[config.mk]
export PLATFORM = sky130hd
export DESIGN_NAME = pcie_tx_credit_tracker
export DESIGN_NICKNAME = d
export VERILOG_FILES = /design/src/rtl/pcie_crd_pkg.sv /design/src/rtl/credit_init_ctl.sv /design/src/rtl/credit_pool.sv /design/src/rtl/credit_need.sv /design/src/rtl/pcie_tx_credit_tracker.sv
export SDC_FILE = /design/constraint.sdc
export NUM_CORES = 1
export LEC_CHECK = 0
export BUFFER_PORTS_ARGS = -buffer_cell sky130_fd_sc_hd__buf_4
export CORE_ASPECT_RATIO = 1.1
export CORE_MARGIN = 8
export CORE_UTILIZATION = 40
export DETAILED_ROUTE_END_ITERATION = 8
export PLACE_DENSITY = 0.54
export SETUP_SLACK_MARGIN = 0.3
export SYNTH_ARGS = -nofsm -noshare
export SYNTH_HDL_FRONTEND = slang
export SYNTH_SLANG_ARGS = --single-unit
[constraint.sdc]
create_clock -name clk -period 8.76 [get_ports clk]
set_input_delay 2.19 -clock clk [delete_from_list [all_inputs] [get_ports clk]]
set_output_delay 2.19 -clock clk [all_outputs]
set_load 0.01 [all_outputs]
[src/rtl/pcie_crd_pkg.sv]
package pcie_crd_pkg;

   localparam int CRD_NUM_CLS = 3;

   typedef enum logic [1:0] {
      CLS_POSTED = 2'd0,
      CLS_NONPOST = 2'd1,
      CLS_CPL = 2'd2
   } crd_cls_e;

   typedef enum logic [1:0] {
      PH_CLEAR = 2'd0,
      PH_ARMED = 2'd1,
      PH_RUN = 2'd2
   } crd_phase_e;

endpackage

[src/rtl/credit_init_ctl.sv]
module credit_init_ctl
   import pcie_crd_pkg::*;
(
   input  logic       clk,
   input  logic       rst_n,
   input  logic       init,
   output crd_phase_e phase
);

   logic init_q;

   always_ff @(posedge clk) begin
      if (!rst_n) begin
         phase  <= PH_CLEAR;
         init_q <= 1'b0;
      end else begin
         init_q <= init;
         unique case (phase)
            PH_CLEAR: phase <= PH_ARMED;
            PH_ARMED: if (init_q && !init) phase <= PH_RUN;
            PH_RUN:   if (init) phase <= PH_CLEAR;
            default:  phase <= PH_CLEAR;
         endcase
      end
   end

endmodule

[src/rtl/credit_pool.sv]
module credit_pool
   import pcie_crd_pkg::*;
#(
   parameter int FIELD_W = 2,
   parameter int AVAIL_W = 12
) (
   input  logic               clk,
   input  logic               rst_n,
   input  logic               init,
   input  logic               rel_vld,
   input  logic [FIELD_W-1:0] rel_amt,
   input  logic               take,
   input  logic [AVAIL_W-1:0] take_amt,
   output logic               ready,
   output logic               done,
   output logic               unlimited,
   output logic [AVAIL_W-1:0] avail
);

   if (FIELD_W < 1 || FIELD_W >= AVAIL_W) begin : g_bad_field
      $error("credit_pool: FIELD_W must be in 1..AVAIL_W-1");
   end

   crd_phase_e         phase;
   logic [AVAIL_W-1:0] add_amt;
   logic [AVAIL_W-1:0] sub_amt;
   logic               inf_mark;

   credit_init_ctl u_ctl (
      .clk   (clk),
      .rst_n (rst_n),
      .init  (init),
      .phase (phase)
   );

   assign ready    = (phase == PH_ARMED);
   assign done     = (phase == PH_RUN);
   assign add_amt  = (rel_vld && phase != PH_CLEAR) ? AVAIL_W'(rel_amt) : '0;
   assign sub_amt  = (take && phase == PH_RUN && !unlimited) ? take_amt : '0;
   assign inf_mark = (phase == PH_ARMED) && init && rel_vld && (rel_amt == '0);

   always_ff @(posedge clk) begin
      if (!rst_n) begin
         avail     <= '0;
         unlimited <= 1'b0;
      end else if (phase == PH_CLEAR) begin
         avail     <= '0;
         unlimited <= 1'b0;
      end else begin
         avail <= avail + add_amt - sub_amt;
         if (inf_mark) unlimited <= 1'b1;
      end
   end

endmodule

[src/rtl/credit_need.sv]
module credit_need #(
   parameter int LEN_W         = 11,
   parameter int DW_PER_CREDIT = 4
) (
   input  logic [LEN_W-1:0] len_dw,
   output logic [LEN_W-1:0] credits
);

   localparam int SH = $clog2(DW_PER_CREDIT);

   if ((1 << SH) != DW_PER_CREDIT) begin : g_bad_unit
      $error("credit_need: DW_PER_CREDIT must be a power of two");
   end

   if (DW_PER_CREDIT == 1) begin : g_unit
      assign credits = len_dw;
   end else begin : g_round
      logic [LEN_W:0] sum;
      assign sum     = {1'b0, len_dw} + (LEN_W+1)'(DW_PER_CREDIT - 1);
      assign credits = LEN_W'(sum >> SH);
   end

endmodule

[src/rtl/pcie_tx_credit_tracker.sv]
module pcie_tx_credit_tracker
   import pcie_crd_pkg::*;
#(
   parameter int HDR_FIELD_W   = 2,
   parameter int DAT_FIELD_W   = 4,
   parameter int AVAIL_W       = 12,
   parameter int LEN_W         = 11,
   parameter int DW_PER_CREDIT = 4
) (
   input  logic                               clk,
   input  logic                               rst_n,
   input  logic [CRD_NUM_CLS-1:0]             hdr_rel_vld,
   input  logic [CRD_NUM_CLS*HDR_FIELD_W-1:0] hdr_rel_cnt,
   input  logic [CRD_NUM_CLS-1:0]             hdr_init_phase,
   output logic [CRD_NUM_CLS-1:0]             hdr_init_rdy,
   input  logic [CRD_NUM_CLS-1:0]             dat_rel_vld,
   input  logic [CRD_NUM_CLS*DAT_FIELD_W-1:0] dat_rel_cnt,
   input  logic [CRD_NUM_CLS-1:0]             dat_init_phase,
   output logic [CRD_NUM_CLS-1:0]             dat_init_rdy,
   input  logic [1:0]                         req_class,
   input  logic [LEN_W-1:0]                   req_len_dw,
   output logic                               tlp_grant,
   input  logic                               tlp_send
);

   localparam int NCLS = CRD_NUM_CLS;

   if (AVAIL_W < 12) begin : g_bad_avail
      $error("pcie_tx_credit_tracker: AVAIL_W must be at least 12");
   end
   if (AVAIL_W < LEN_W) begin : g_bad_len
      $error("pcie_tx_credit_tracker: AVAIL_W must cover LEN_W");
   end

   logic [NCLS-1:0]              h_done, d_done, h_unl, d_unl, h_cons, d_cons;
   logic [NCLS-1:0][AVAIL_W-1:0] h_avail, d_avail;
   logic [LEN_W-1:0]             d_need;
   logic [1:0]                   idx;
   logic                         cls_ok, hdr_ok, dat_ok, fire;

   credit_need #(
      .LEN_W         (LEN_W),
      .DW_PER_CREDIT (DW_PER_CREDIT)
   ) u_need (
      .len_dw  (req_len_dw),
      .credits (d_need)
   );

   for (genvar c = 0; c < NCLS; c++) begin : g_cls
      credit_pool #(
         .FIELD_W (HDR_FIELD_W),
         .AVAIL_W (AVAIL_W)
      ) u_hdr (
         .clk       (clk),
         .rst_n     (rst_n),
         .init      (hdr_init_phase[c]),
         .rel_vld   (hdr_rel_vld[c]),
         .rel_amt   (hdr_rel_cnt[c*HDR_FIELD_W +: HDR_FIELD_W]),
         .take      (h_cons[c]),
         .take_amt  (AVAIL_W'(1)),
         .ready     (hdr_init_rdy[c]),
         .done      (h_done[c]),
         .unlimited (h_unl[c]),
         .avail     (h_avail[c])
      );

      credit_pool #(
         .FIELD_W (DAT_FIELD_W),
         .AVAIL_W (AVAIL_W)
      ) u_dat (
         .clk       (clk),
         .rst_n     (rst_n),
         .init      (dat_init_phase[c]),
         .rel_vld   (dat_rel_vld[c]),
         .rel_amt   (dat_rel_cnt[c*DAT_FIELD_W +: DAT_FIELD_W]),
         .take      (d_cons[c]),
         .take_amt  (AVAIL_W'(d_need)),
         .ready     (dat_init_rdy[c]),
         .done      (d_done[c]),
         .unlimited (d_unl[c]),
         .avail     (d_avail[c])
      );

      assign h_cons[c] = fire && (idx == 2'(c));
      assign d_cons[c] = fire && (idx == 2'(c));
   end

   always_comb begin
      cls_ok    = (req_class < 2'(NCLS));
      idx       = cls_ok ? req_class : 2'd0;
      hdr_ok    = h_done[idx] && (h_unl[idx] || h_avail[idx] != '0);
      dat_ok    = d_done[idx] && (d_unl[idx] || d_avail[idx] >= AVAIL_W'(d_need));
      tlp_grant = cls_ok && hdr_ok && dat_ok;
      fire      = tlp_send && tlp_grant;
   end

endmodule

==> summary.txt <==
Detailed routing
  • Via density: 5.327
  • Total Wirelength: a little under 20000 um
  • DRT Pass-1 Iters: 4
  • WL/cell: 15.75 um
  • DR iter-0 viols: 320
  • DRC: 0
  • DR vias: about 6600
  • ANT nets after route: 0

Placement
  • GP Congestion: around 0.87
  • Final HPWL DP: 15790 um
  • I/O Buffers: 52
  • Placed inst area: 8387 um2

Cells and area
  • Commonest cells after routing, fill and taps aside: inv_1 (108), ha_1 (107), nor2_1 (105), dfxtp_1 (96), buf_4 (62)
  • Fraction of layout cells with a size suffix above 1: 10.36%
  • Commonest non-fill, non-tap cell in the layout: inv_1
  • FF+latch area: between 1500 and 2000 um2
  • Post-Layout Inst Area: 8671 um2
  • Number of fill cells: 1970
  • Antenna diodes: 0
  • Nets@finish: 1148
  • Multi-input gate area: 5281 um2
  • Area grow syn2layout: 11.65%

Timing
  • Period utilization: 86.56%
  • Worst slew pin tran: 0.8679 ns
  • Setup-failing EPs final: 0
  • Clk_skew: 0.01192 ns
  • Max Slew Vio Count: 0
  • Final hold vios: 0
  • Final setup TNS: 0 ns
  • Slew HR: 42.14%
  • RSZ-0062 raised after global routing: false
  • Achievable clock frequency: 131.9 MHz
  • Min Tclk post-route: 7.583 ns

CTS
  • # resized after CTS: 0
  • Clk slew on worst S/H paths: 0.08 ns
  • Clock buffer count from CTS: 9
  • Clock buffer depth: 2
  • Clock Latency Late Sink: 0.36 ns
  • CTS Sinks: 96
  • Max H-tree Level: 3
  • Clk root buf: clkbuf_16
  • Setup repair bufs after CTS: 0
  • Hold_buf cts: 0
  • CTS tree: done

Run status
  • Status: completed

Global route
  • Global-route wire length before repair: 32370 um
  • Initial antenna violation count: 0
  • Grt total ovfl: 0
  • Vias in the first global route: about 6600
  • Global-route usage over all layers: 16.65%
  • Pin count of the biggest net entering global routing: 19

Critical path
  • Worst Path Arrival: between 5 and 6 ns
  • Crit. End Element: output port
  • Crit start category: input pin
  • WS Path Type: input pin to output port
  • Worst endpoint required time: 6.57 ns
  • Max FO, Critical Path: 16

Synth
  • Post-synth cell types: between 60 and 70
  • Instance count of the mapped netlist: 932
  • Synth async-reset ratio: 0%
  • Cell Area, Synth: 7766 um2
  • Yosys Warn Count: 0
  • Avg Inst Size Synth: 8.333 um2
  • Top FF cell, synth: dfxtp_1
  • Post-Syn Nets: 1100
  • EDFF count, synth: 0
  • #FFs+latches synth: 96
  • Post-synthesis sequential area ratio: 24.75%

Power and ir drop
  • Pwr/cell area: 271.3 nW/um2
  • Peak supply drop: around 0.19 mV
  • Final Power: 2.352 mW
  • Leakage: 3.793 nW

Run
  • Max Cap Viol: 0

Min path
  • Tightest Hold Check Type: flip-flop to flip-flop

Die
  • Starting Density: around 40%
  • Core area: 19100 um2
  • IO Count: 53
  • Die H: 162.1 um
  • Die Area: 24140 um2
  • Row count: 53
  • Die Wd: 148.9 um
-- critical path, stage by stage --
cell and delay (ns):
buf_4 0.12, inv_1 0.06, ha_1 0.59, nor2b_1 0.26, nand2_1 0.12, o21ai_0 0.09, ha_1 0.29, o21ai_0 0.16
nor2_1 0.06, o31ai_1 0.31, a311o_1 0.76, nor2_1 0.18, buf_4 0.20
-- per-layer routing --
layer  GRT usage [%]  vias to the layer above  part of all wire, %
met5               0                        -                    0
met1           20.23                     3063                   46
met4           6.293                        0                  2.8
met3           2.588                       33                  2.8
li1                -                     3382                    -
met2           28.95                       85                   49
-- kinds of logic after synthesis --
logic type | synth area share, %
simple gates | 20.75
compound gates | 17.63
buf+inv | 7.250
fa+ha+maj | 21.11
flops | 24.75
xor+xnor | 5.639
mux | 2.884
-- where the power goes --
| group | internal, mW | total, mW | switching, mW |
|---|---|---|---|
| registers | 0.523 | 0.592 | 0.0692 |
| logic | 0.648 | 1.36 | 0.716 |
| clock network | 0.199 | 0.396 | 0.197 |
| total | 1.37 | 2.35 | 0.982 |
-- layout make-up --
type	count	share of cell area [%]
clock buffers	9	2.597
clock inverters	7	0.6782
multi-input cells	702	60.91
repair buffers	62	5.368
well taps	247	3.564
flip-flops and latches	96	22.16
inverters	109	4.719
-- registers in the layout (all words and copies together), names as in the netlist --
register and cells:
g_cls.u_dat.avail 36, g_cls.u_dat.u_ctl.init_q 3, g_cls.u_dat.u_ctl.phase 6, g_cls.u_dat.unlimited 3, g_cls.u_hdr.avail 36, g_cls.u_hdr.u_ctl.init_q 3, g_cls.u_hdr.u_ctl.phase 6, g_cls.u_hdr.unlimited 3
-- Yosys cell counts (all sizes together) (10+ instances only) --
library cell    n  area (um2)
a211oi         14       105.1
a21o           27       202.7
a21oi          22       110.1
a31oi          16       100.1
and2           16       100.1
buf            14       108.8
clkbuf         11       45.05
dfxtp          96        1922
fa             15       300.3
ha            107        1339
inv           108       405.4
mux2i          19       190.2
nand2          42       157.7
nand3          14       70.07
nand4          20       125.1
nor2          105       394.1
nor2b          19       121.4
nor3           29       145.1
nor4           21       150.2
o211ai         12       90.09
o21a           23       172.7
o21ai          36       180.2
o21bai         10       75.07
or2            10       62.56
xnor2          27       236.5
xor2           23       201.4
-- final timing paths --
path                                          startpoint  slack, ns  depth (start not counted)                                    endpoint
setup / recovery                            req_class[1]       1.18                         13                                   tlp_grant
hold / removal    g_cls[0].u_dat.u_ctl.init_q$_SDFF_PN0_       0.47                          1  g_cls[0].u_dat.u_ctl.phase[0]$_SDFFE_PN0P_
setup reg to reg      g_cls[1].u_dat.avail[2]$_SDFF_PP0_       3.81                         16         g_cls[2].u_dat.avail[10]$_SDFF_PP0_
hold reg to reg   g_cls[0].u_dat.u_ctl.init_q$_SDFF_PN0_       0.47                          1  g_cls[0].u_dat.u_ctl.phase[0]$_SDFFE_PN0P_
-- through the flow --
stage,instances,hold slack (ns),worst slack [ns],utilization [%]
2_1_floorplan,932,0.4330,1.789,-
3_3_place_gp,1216,0.4525,1.195,43.91
3_5_place_dp,1216,0.4635,1.041,43.91
4_1_cts,1232,0.4686,1.156,45.40
5_1_grt,1232,0.5028,0.9443,45.40
6_report,1232,0.4733,1.177,45.40
No activity file was read; power rests on OpenSTA's default activity.
